[config.mk]
export PLATFORM = sky130hd
export DESIGN_NAME = ir_manchester_tx
export DESIGN_NICKNAME = d
export VERILOG_FILES = /design/src/rtl/ir_manchester_tx.sv
export SDC_FILE = /design/constraint.sdc
export NUM_CORES = 1
export LEC_CHECK = 0
export BUFFER_PORTS_ARGS = -buffer_cell sky130_fd_sc_hd__buf_2
export CORE_ASPECT_RATIO = 0.75
export CORE_MARGIN = 4
export CORE_UTILIZATION = 50
export DETAILED_ROUTE_END_ITERATION = 12
export GPL_ROUTABILITY_DRIVEN = 0
export GPL_TIMING_DRIVEN = 1
export PLACE_DENSITY = 0.69
export SYNTH_ARGS = -nofsm -noshare
export SYNTH_HDL_FRONTEND = slang
export SYNTH_SLANG_ARGS = --single-unit
export TNS_END_PERCENT = 1
[constraint.sdc]
create_clock -name clk -period 3 [get_ports clk]
set_input_delay 0.6 -clock clk [delete_from_list [all_inputs] [get_ports clk]]
set_output_delay 0.6 -clock clk [all_outputs]
set_load 0.01 [all_outputs]
[src/rtl/ir_manchester_tx.sv]
module ir_manchester_tx #(
  parameter int FRAME_W     = 64,
  parameter int HEAD_W      = 16,
  parameter int CARRIER_CYC = 3472,
  parameter int HALF_CYC    = 111125,
  parameter int REPEAT_CYC  = 37500000
) (
  input  logic                        clk,
  input  logic                        rst_n,
  input  logic                        start_i,
  input  logic [FRAME_W-HEAD_W-1:0]   data_i,
  input  logic                        repeat_en_i,
  output logic                        ir_o,
  output logic                        busy_o
);
  localparam int CAR_W  = $clog2(CARRIER_CYC + 1);
  localparam int CAR_HI = CARRIER_CYC / 2;
  localparam int HALF_W = $clog2(HALF_CYC + 1);
  localparam int BIT_W  = $clog2(FRAME_W);
  localparam int REP_W  = $clog2(REPEAT_CYC + 1);

  logic [FRAME_W-1:0] shreg;
  logic [CAR_W-1:0]   car_cnt;
  logic [HALF_W-1:0]  half_cnt;
  logic [BIT_W-1:0]   bit_cnt;
  logic [REP_W-1:0]   rep_cnt;
  logic               phase;
  logic               busy;

  wire rep_tick = repeat_en_i && (rep_cnt == REP_W'(REPEAT_CYC - 1));
  wire launch   = !busy && (start_i || rep_tick);
  wire half_end = (half_cnt == HALF_W'(HALF_CYC - 1));
  wire bit_last = (bit_cnt == BIT_W'(FRAME_W - 1));
  wire cur_bit  = shreg[FRAME_W-1];
  wire active   = phase ? cur_bit : ~cur_bit;
  wire car_on   = (car_cnt < CAR_W'(CAR_HI));

  assign busy_o = busy;
  assign ir_o   = busy & active & car_on;

  always_ff @(posedge clk or negedge rst_n) begin
    if (!rst_n) begin
      busy     <= 1'b0;
      shreg    <= '0;
      car_cnt  <= '0;
      half_cnt <= '0;
      bit_cnt  <= '0;
      phase    <= 1'b0;
    end else if (launch) begin
      busy     <= 1'b1;
      shreg    <= {{HEAD_W{1'b1}}, data_i};
      car_cnt  <= '0;
      half_cnt <= '0;
      bit_cnt  <= '0;
      phase    <= 1'b0;
    end else if (busy) begin
      car_cnt <= (car_cnt == CAR_W'(CARRIER_CYC - 1)) ? '0 : car_cnt + 1'b1;
      if (half_end) begin
        half_cnt <= '0;
        phase    <= ~phase;
        if (phase) begin
          shreg   <= {shreg[FRAME_W-2:0], 1'b0};
          bit_cnt <= bit_cnt + 1'b1;
          if (bit_last) busy <= 1'b0;
        end
      end else begin
        half_cnt <= half_cnt + 1'b1;
      end
    end
  end

  always_ff @(posedge clk or negedge rst_n) begin
    if (!rst_n)            rep_cnt <= '0;
    else if (launch)       rep_cnt <= '0;
    else if (!repeat_en_i) rep_cnt <= '0;
    else if (!rep_tick)    rep_cnt <= rep_cnt + 1'b1;
  end

  p_idle_quiet_r2: assert property (@(posedge clk) disable iff (!rst_n)
    !busy_o |-> !ir_o);

  p_header_r3: assert property (@(posedge clk) disable iff (!rst_n)
    $rose(busy_o) |-> (shreg[FRAME_W-1:FRAME_W-HEAD_W] == {HEAD_W{1'b1}}));

  p_frame_end_r7: assert property (@(posedge clk) disable iff (!rst_n)
    (busy_o && half_end && phase && bit_last) |=> !busy_o);

  p_no_restart_r8: assert property (@(posedge clk) disable iff (!rst_n)
    (busy_o && start_i) |=> (!busy_o || (bit_cnt >= $past(bit_cnt))));

  p_repeat_idle_r9: assert property (@(posedge clk) disable iff (!rst_n)
    rep_tick |-> !busy_o);

  p_no_self_launch_r10: assert property (@(posedge clk) disable iff (!rst_n)
    (!busy_o && !start_i && !repeat_en_i) |=> !busy_o);
endmodule

# == Word level (Yosys, flattened, before mapping) ==
# Cells that the tools add are included.
# Widths: inputs -> output; s select.
# word_totals
register_bits,127
latch_bits,0
ramBits,0
rom_bits,0
input_bits,52
elab_cells,56
mem_count,0
# op_classes
add_sub_neg,4
mul,0
div,0
order_cmp,1
eq_ne,5
shifts,0
mux,26
bitwise,4
n_reduce_logical,9
# op_table
operator,count
$mux 64,4
$mux 26,3
$mux 17,3
$mux 12,3
$add 26x1->26 const B,1
$eq 26x26->1 const B,1
$mux 6,4
$add 17x1->17 const B,1
$eq 17x17->1 const B,1
$add 12x1->12 const B,1
$eq 12x12->1 const B,1
$lt 12x11->1 const B,1
$mux 1,9
$add 6x1->6 const B,1
$eq 6x6->1 const B,1
$reduce_bool 2->1,3
$ne 3x2->1 const B,1
$reduce_and 3->1,1
$and 1x1->1,2
$logic_and 1x1->1,2
$not 1->1,2
$reduce_and 2->1,1
$logic_not 1->1,1
$logic_or 1x1->1,1

# == Longest topological paths before layout ==
# Gate-level depths: netlist (run 1).
# depth
depth_word,6
ltp_mapped,11
mapped_depth_nobuf,7

# == Least setup slack after synthesis (run 1) ==
# Ideal clock, no wire load.
# synth_timing
kind,reg-to-reg
startpoint,reg half_cnt[0]
endpoint,reg shreg[44]
arrival_time_ps,2465
t_required_ps,2859
slack_ps,394
stages_incl_launch_ff,12
path_cell_list,dfrtp_1 -> inv_1 -> ha_1 -> or4b_1 -> or4_1 -> buf_2 -> or2_1 -> clkbuf_1 -> buf_2 -> buf_2 -> nand2_1 -> a31oi_1
# synth_between
elab_chain_cells,3
# synth_rtl
element,line_no,source
"start, declared",24,logic [HALF_W-1:0] half_cnt;
"start signal, assigned",67,half_cnt <= half_cnt + 1'b1;
$eq 17x17->1,32,wire half_end = (half_cnt == HALF_W'(HALF_CYC - 1));
$reduce_bool 2->1 (no source line),--,
$reduce_and 3->1 (no source line),--,
"end signal, assigned",51,"shreg <= {{HEAD_W{1'b1}}, data_i};"
"end signal, assigned",62,"shreg <= {shreg[FRAME_W-2:0], 1'b0};"
"end, declared",22,logic [FRAME_W-1:0] shreg;
# No other way between the ends.
# A chain may end at the register's enable or synchronous reset.

# == Worst setup path in the final report (run 1) ==
# layout_timing
startpoint,reg half_cnt[0]
endpoint,reg shreg[26]
# The elaborated chain is that of the path after synthesis.

==> flow_summary.yaml, run 1 <==
sta:
  slew_headroom_pct: 42.6
  rsz0062_at_grt: "no"
  hold_viol: 0
  final_max_slew_viol_count: 0
  max_freq_mhz: 358
  tightest_slew_ps: 855
  fin_crit_ps: 2790
  tns_ps: 0
  fin_crit_sh_pct: 93.1
  setup_viol: 0
  skew_ps: 8.98
synth:
  postSynthCellCount: 710
  syn-num-nets: 767
  synth_cell_types: 49
  ys_async_sr_fraction_pct: 100
  syn_area_sq_mm: 0.00622
  synth_ff_type: "dfrtp_1"
  ys_ff_latch: 127
  syn_avg_cell_area_sq_um: 8.76
  synth-seq-area-share_pct: 51.1
  synth_edf_count: 0
  yosys_warnings: 0
grt:
  grt_pass1_wl_mm: 24.7
  overflow: 0
  grt_max_degree: 67
  antenna_found_initial: 0
  grt_use_total_pct: 21.1
  first_global_vias: 5065
worst_setup_path:
  required_ps: 3310
  critPathKind: "flip-flop to flip-flop"
  start_kind: "flip-flop"
  path_buf_inv: 3
  worstPathCellList: "inv_1, ha_1, or4b_1, or4_1, buf_4, nor2_4, buf_12, nand2_1, a31oi_1"
  critical_path.max_stage_delay_ps: 610
  slowest_stage: "or4_1"
  startpoint: "half_cnt[0]$_DFFE_PN0P_"
  r2r-start: "half_cnt[0]$_DFFE_PN0P_"
  endpoint_kind: "flip-flop"
  crit_fanout: 66
  cp_top_family: "simple AND/OR/NAND/NOR gates"
  cp.arrival_ps: 3100
drt:
  drt_iter0_markers: 558
  vias_per_cell: 5.78
  post_drt_wl_per_cell_um: 15.6
  wirelength_mm: 14.5
  detail-route-antenna-nets: 0
  drtPass1Iterations: 6
  drc: 0
  num_vias: 5371
layout:
  nets: 811
  finish.utilization_pct: 61.8
  num-fill-cells: 983
  diodes: 0
  layout-drive-gt1-share_pct: 14.6
  regArea_sq_mm: 0.00318
  multi_input_area_sq_mm: 0.00285
  area_growth_pct: 18.0
  stdcell_area_sq_mm: 0.00734
placement:
  hpwl_mm: 9.02
  placedInstanceArea_sq_mm: 0.00669
  io_buffer_count: 53
floorplanning:
  num_io_pins: 54
  die_w_um: 137
  die_area_sq_mm: 0.0143
  start_util_pct: 52.4
  fp.coreArea_sq_mm: 0.0119
  rows: 34
  die_y_um: 105
cts:
  clock_sinks: 127
  cts-resized-gates: 0
  hold_buffers: 0
  insertion_delay_ps: 410
  post_cts_buffers: 0
  cts_tree: "yes"
  htreeDepth: 4
  cts_root_buf: "clkbuf_16"
  cts_made_buffers: 17
  path_clk_slew_ps: 60
  ctsLongestPathBuffers: 2
power:
  vdd_drop_max_mv: 0.431
  p_leak_uw: 0.00316
  power_density_mw_per_mm2: 669
run_status:
  status: "complete, no violations"
worst_hold_path:
  hp-class: "input port to async pin"
job:
  maxCapViolCount: 0
## registers in the layout, summed over array words and instances (netlist names)
signal and cells:
half_cnt 17, rep_cnt 26, busy_o 1, bit_cnt 6, car_cnt 12, phase 1, shreg 64
## metrics by stage
step                hold slack [ps]  power, uW  worst slack (ps)  cells
CTS                             240       4940               249    929
finish                          212       4910               208    929
floorplan                       304       2480               394    710
detailed placement              478       2680               312    897
global route                    275       5130              28.2    929
global placement                472       2640               390    897
## path summary, 6_finish.rpt
path	to	slack (ps)	cells past startpoint
max in group asynchronous	shreg[61]$_DFFE_PN0P_	1910	2
worst max register to register	shreg[26]$_DFFE_PN0P_	210	9
worst max-delay path	shreg[26]$_DFFE_PN0P_	210	9
worst min-delay path	car_cnt[2]$_DFFE_PN0P_	210	1
min in group clk	shreg[0]$_DFFE_PN0P_	440	3
worst min register to register	half_cnt[13]$_DFFE_PN0P_	490	1
## synth_stat cells (all sizes together) (2+ instances only)
cell type | number | area share [%]
nand2b | 2 | 0.20
o31ai | 3 | 0.36
or3 | 3 | 0.30
nor4 | 2 | 0.20
nor3b | 2 | 0.24
clkbuf | 34 | 2.1
and4 | 10 | 1.4
a21oi | 15 | 1.2
ha | 5 | 1.0
buf | 13 | 1.1
nand2 | 154 | 9.3
or4b | 3 | 0.48
nor4bb | 2 | 0.32
inv | 7 | 0.42
nor3 | 59 | 4.7
nand3 | 40 | 3.2
xnor2 | 9 | 1.3
a22o | 3 | 0.42
a31oi | 59 | 5.9
o211ai | 2 | 0.24
or2 | 2 | 0.20
and3 | 10 | 1.0
nor2 | 47 | 2.8
or4 | 2 | 0.24
xor2 | 20 | 2.8
nand4 | 17 | 1.7
dfrtp | 127 | 51
nor2b | 2 | 0.20
a21o | 2 | 0.24
o21ai | 40 | 3.2
## power breakdown
part | internal, uW | switching (uW) | leakage (uW)
logic | 223 | 261 | 0.00139
clock network | 1460 | 788 | 0.000305
registers | 1930 | 248 | 0.00146
total | 3620 | 1300 | 0.00316
## kinds of logic after synthesis
group	count (synthesis)	share of synthesized area, %
AO/OA/AOI/OAI	131	12.6
XOR/XNOR	29	4.08
adder cells (fa/ha/maj)	5	1.01
buffers and inverters	54	3.60
flip-flops	127	51.1
AND/OR/NAND/NOR	364	27.6
## placed cells by master, fill, tap and decap left out, types with 14 or more instances in the layout
cell type	n
a31oi_1	59
buf_2	52
a21oi_1	14
nor2_1	46
buf_4	18
dfrtp_1	126
nand2_1	154
nand3_1	40
nand4_1	17
clkbuf_16	17
xor2_1	20
o21ai_0	39
nor3_1	59
## metal layers
metal / global-route usage, % / wire (um) / vias to the layer above
li1: - / - / 2607
met1: 31.0 / 6940 / 2612
met2: 31.4 / 6710 / 136
met3: 5.24 / 680 / 16
met4: 5.98 / 140 / 0
met5: 0 / 0 / -
## final cells by class
class	count	share of cell area (%)
Clock buffer	20	6.36
Clock inverter	12	2.47
Inverter	7	0.358
Multi-Input combinational cell	529	38.8
Sequential cell	127	43.3
Tap cell	162	2.76
Timing Repair Buffer	72	5.93
Power figures use the tool's default switching activity.
==> inputs of run 2 (changes only) <==
CORE_ASPECT_RATIO = 1.4   (was 0.75)
==> run 2 against run 1 <==
Critical path depth shrank 1. Routed wire length shrank 2.6%. Via count grew 0.43%. Sequential share of layout area rose by 0.58 points. Critical endpoint is now shreg[44]$_DFFE_PN0P_. Largest cell class unchanged.
==> flow_summary.yaml, run 2 (synthesis gave the netlist of run 1 again) <==
run_status:
  status: "complete, no violations"
power:
  clkPwrFrac_pct: 43.7
  p_total_uw: 4710
  power_density_mw_per_mm2: 651
  p_leak_uw: 0.00313
  power.share.sequential_pct: 46.2
  power.internal_uw: 3510
  p_sw_uw: 1200
  sw_frac_of_total_pct: 25.5
  p_comb_share_pct: 10.1
  vdd_drop_max_mv: 0.379
floorplanning:
  fp.coreArea_sq_mm: 0.0120
  rows: 47
  start_util_pct: 51.8
  num_io_pins: 54
  die_y_um: 140
  die_w_um: 102
  die_area_sq_mm: 0.0143
worst_setup_path:
  reg2reg_setup_slack_ps: 310
  worst-r2r-cell-count: 8
  required_ps: 3250
  crit_fanout: 64
  crit_end: "shreg[44]$_DFFE_PN0P_"
  endpoint_kind: "flip-flop"
  critPathKind: "flip-flop to flip-flop"
  start_kind: "flip-flop"
  cp.arrival_ps: 2940
  r2r_end: "shreg[44]$_DFFE_PN0P_"
  startpoint: "half_cnt[0]$_DFFE_PN0P_"
  r2r-start: "half_cnt[0]$_DFFE_PN0P_"
drt:
  vias_per_cell: 5.95
  detail-route-antenna-nets: 0
  drt_iter0_markers: 442
  wirelength_mm: 14.1
  post_drt_wl_per_cell_um: 15.5
  drtPass1Iterations: 5
  drc: 0
  num_vias: 5394
sta:
  layout_setup_ws_ps: 306
  tns_ps: 0
  fin_crit_sh_pct: 89.8
  fin_crit_ps: 2690
  slew_headroom_pct: 40.6
  hold_viol: 0
  setup_viol: 0
  max_freq_mhz: 371
  final_max_slew_viol_count: 0
  rsz0062_at_grt: "no"
  tightest_slew_ps: 884
  skew_ps: 9.38
cts:
  ctsLongestPathBuffers: 2
  path_clk_slew_ps: 60
  cts_tree: "yes"
  htreeDepth: 4
  post_cts_buffers: 0
  hold_buffers: 0
  cts_root_buf: "clkbuf_16"
  clock_sinks: 127
  cts_made_buffers: 17
  cts-resized-gates: 0
  insertion_delay_ps: 410
grt:
  grt_use_total_pct: 21.1
  grt_pass1_wl_mm: 24.7
  first_global_vias: 5323
  grt_max_degree: 66
  antenna_found_initial: 0
  overflow: 0
layout:
  num-fill-cells: 1069
  layout-drive-gt1-share_pct: 13.4
  multi_input_area_sq_mm: 0.00285
  regArea_sq_mm: 0.00318
  layout_common_cells: "154 x nand2_1, 126 x dfrtp_1, 59 x nor3_1, 59 x a31oi_1, 52 x buf_2"
  largest_register: "shreg"
  largestRegisters: "shreg (64), rep_cnt (26), half_cnt (17)"
  diodes: 0
  stdcell_area_sq_mm: 0.00724
  area_growth_pct: 16.5
  nets: 807
  final_common_cell: "nand2_1"
  finish.utilization_pct: 60.4
  largest_reg_flops: 64
placement:
  placedInstanceArea_sq_mm: 0.00666
  hpwl_mm: 8.91
  io_buffer_count: 53
  dp_worst_setup_slack_ps: 313
worst_hold_path:
  hp-class: "input port to async pin"
job:
  maxCapViolCount: 0
-- run 2: cell count changes in the layout (fill, tap and decap cells not counted), sizes merged --
cell      previous run  this run
buf                 72        68
clkinvlp             4         0
clkbuf              20        23
inv                  9         7
bufinv               4         3
clkinv               2         3
-- run 2: routing by layer --
metal / up-vias / wire length, um / track usage (%)
met5: - / 0 / 0
met4: 0 / 190 / 6.84
met3: 17 / 705 / 4.78
met2: 155 / 7050 / 34.3
met1: 2632 / 6140 / 28.0
li1: 2590 / - / -
-- run 2: final cells by class --
| cell class | count | area share [%] |
|---|---|---|
| sequential | 127 | 43.9 |
| multi-input combinational | 529 | 39.3 |
| clock buffer | 23 | 6.60 |
| timing repair buffer | 68 | 5.77 |
| tap | 147 | 2.54 |
| clock inverter | 6 | 1.50 |
| inverter | 7 | 0.363 |
-- run 2: worst max-delay path, cell delays in order, from the launching register on --
cell	delay [ps]
dfrtp_1	410
inv_1	100
ha_1	150
or4b_1	460
or4_1	600
or2_2	370
buf_12	210
nand2_1	120
a31oi_1	90
-- run 2: worst min path at each step --
| stage | to | slack, ps | cells after the start |
|---|---|---|---|
| 6_report | rep_cnt[19]$_DFFE_PN0P_ | 150 | 1 |
| 5_1_grt | rep_cnt[7]$_DFFE_PN0P_ | 170 | 1 |
| 4_1_cts | rep_cnt[19]$_DFFE_PN0P_ | 160 | 1 |
| 3_5_place_dp | shreg[63]$_DFFE_PN0P_ | 480 | 2 |
| 3_3_place_gp | shreg[61]$_DFFE_PN0P_ | 470 | 2 |
| 2_1_floorplan | bit_cnt[0]$_DFFE_PN0P_ | 300 | 0 |
-- run 2: power by group through the flow --
stage               logic, uW  registers, uW  clock network, uW
detailed placement        481           2190                  0
floorplan                 379           2110                  0
global route              560           2210               2170
global placement          452           2180                  0
CTS                       484           2170               2090
finish                    478           2180               2060
-- run 2: stage by stage --
stage | cells | hold slack [ps]
detailed placement | 878 | 480
floorplan | 710 | 304
CTS | 907 | 157
global route | 907 | 171
finish | 907 | 146
global placement | 878 | 473
==> inputs of run 3 (changes only) <==
REMOVE_ABC_BUFFERS = 1   (was unset)
==> run 3 against run 2 <==
Final cell count rose by 0.44%. Die area did not move. Design area rose by 1.4%. Clock power rose by 10%. Sequential power barely moved. Power rose by 4.3%. Non-clock buffer count rose by 1. Global-route usage fell by 0.33 points. Count of clock-buffer cells in the layout fell by 2. Via count did not move. Clock skew rose by 1.3 ps. Critical path type unchanged. Largest cell class unchanged. Largest power group is now the clock network.
==> flow_summary.yaml, run 3 (synthesis gave the netlist of run 1 again) <==
run_status:
  status: "complete, no violations"
drt:
  vias_per_cell: 5.92
  detail-route-antenna-nets: 0
  drc: 0
  num_vias: 5394
  drt_iter0_markers: 311
  wirelength_mm: 14.1
  drtPass1Iterations: 7
  post_drt_wl_per_cell_um: 15.4
cts:
  ctsLongestPathBuffers: 2
  insertion_delay_ps: 410
  hold_buffers: 0
  cts_root_buf: "clkbuf_16"
  post_cts_buffers: 0
  cts-resized-gates: 0
  clock_sinks: 127
  cts_tree: "yes"
  htreeDepth: 4
  path_clk_slew_ps: 60
  cts_made_buffers: 17
power:
  sw_frac_of_total_pct: 24.9
  clkPwrFrac_pct: 46.1
  vdd_drop_max_mv: 0.407
  p_comb_share_pct: 9.8
  p_leak_uw: 0.00318
  power.internal_uw: 3690
  p_sw_uw: 1230
  power_density_mw_per_mm2: 670
  power.share.sequential_pct: 44.1
  p_total_uw: 4920
worst_setup_path:
  worst-r2r-cell-count: 8
  crit_fanout: 59
  cp.arrival_ps: 2990
  endpoint_kind: "flip-flop"
  critPathKind: "flip-flop to flip-flop"
  reg2reg_setup_slack_ps: 290
  r2r-start: "half_cnt[0]$_DFFE_PN0P_"
  start_kind: "flip-flop"
  r2r_end: "shreg[0]$_DFFE_PN0P_"
  required_ps: 3280
layout:
  finish.utilization_pct: 61.2
  nets: 808
  layout-drive-gt1-share_pct: 14.1
  final_common_cell: "nand2_1"
  diodes: 0
  largest_register: "shreg"
  largest_reg_flops: 64
  largestRegisters: "shreg (64), rep_cnt (26), half_cnt (17)"
  layout_common_cells: "154 x nand2_1, 126 x dfrtp_1, 59 x nor3_1, 59 x a31oi_1, 52 x buf_2"
  area_growth_pct: 18.1
  num-fill-cells: 1093
job:
  maxCapViolCount: 0
worst_hold_path:
  hp-class: "input port to async pin"
sta:
  tightest_slew_ps: 861
  rsz0062_at_grt: "no"
  hold_slack_ps: 189
  fin_crit_ps: 2710
  fin_crit_sh_pct: 90.4
  skew_ps: 10.6
  max_freq_mhz: 369
  setup_viol: 0
  hold_viol: 0
  final_max_slew_viol_count: 0
  slew_headroom_pct: 42.2
placement:
  io_buffer_count: 53
  hpwl_mm: 9.07
floorplanning:
  die_area_sq_mm: 0.0143
  fp.coreArea_sq_mm: 0.0120
  start_util_pct: 51.8
  rows: 47
  die_y_um: 140
  num_io_pins: 54
  die_w_um: 102
grt:
  first_global_vias: 5358
  grt_use_total_pct: 20.8
  antenna_found_initial: 0
  grt_pass1_wl_mm: 24.4
  grt_max_degree: 67
  overflow: 0
==> run 3: critical path: stages (launching register included) <==
cell      delay [ps]
dfrtp_1          410
inv_1             90
ha_1             140
or4b_1           480
or4_1            570
or2_2            420
buf_12           220
o211ai_1         140
o21ai_0          110
==> run 3: worst max-delay path by stage <==
stage	end	from	cells past startpoint	slack [ps]
after CTS	bit_cnt[5]$_DFFE_PN0P_	half_cnt[0]$_DFFE_PN0P_	8	270
after floorplan	rep_cnt[1]$_DFFE_PN0P_	rep_cnt[0]$_DFFE_PN0P_	6	-1330
after global routing	bit_cnt[5]$_DFFE_PN0P_	half_cnt[0]$_DFFE_PN0P_	8	150
after global placement	bit_cnt[5]$_DFFE_PN0P_	half_cnt[0]$_DFFE_PN0P_	8	330
final	shreg[0]$_DFFE_PN0P_	half_cnt[0]$_DFFE_PN0P_	8	290
after detailed placement	bit_cnt[5]$_DFFE_PN0P_	half_cnt[0]$_DFFE_PN0P_	8	270
==> run 3: layout make-up <==
type                    count  area (sq um)  share of cell area (%)
flip-flops and latches    127          3180                    43.3
well taps                 147           184                    2.50
inverters                   7          26.3                   0.358
multi-input cells         529          2850                    38.8
repair buffers             69           450                    6.13
clock inverters            11           185                    2.52
clock buffers              21           470                    6.41
==> run 3: metrics by stage <==
stage	setup TNS (ps)	instances	setup WS [ps]	cell area [sq um]
global route	0	911	147	7340
finish	0	911	287	7340
floorplan	-111360	663	-1330	6020
CTS	0	911	267	7340
detailed placement	0	879	272	6690
global placement	0	879	330	6690
==> run 3: power by group through the flow <==
stage,combinational (uW),sequential [uW],clock [uW]
after floorplan,337,2130,0
after global placement,460,2180,0
after detailed placement,488,2190,0
after CTS,485,2170,2300
after global routing,561,2210,2380
final,480,2170,2270
==> run 3: routing by layer <==
layer  part of all wire, %  routed length (um)  global-route usage, %  vias up
li1                      -                   -                      -     2588
met4                   1.1                 155                   6.43        0
met5                     0                   0                      0        -
met2                    51                7130                   34.8      142
met1                    43                6090                   26.5     2648
met3                   5.0                 698                   5.02       16
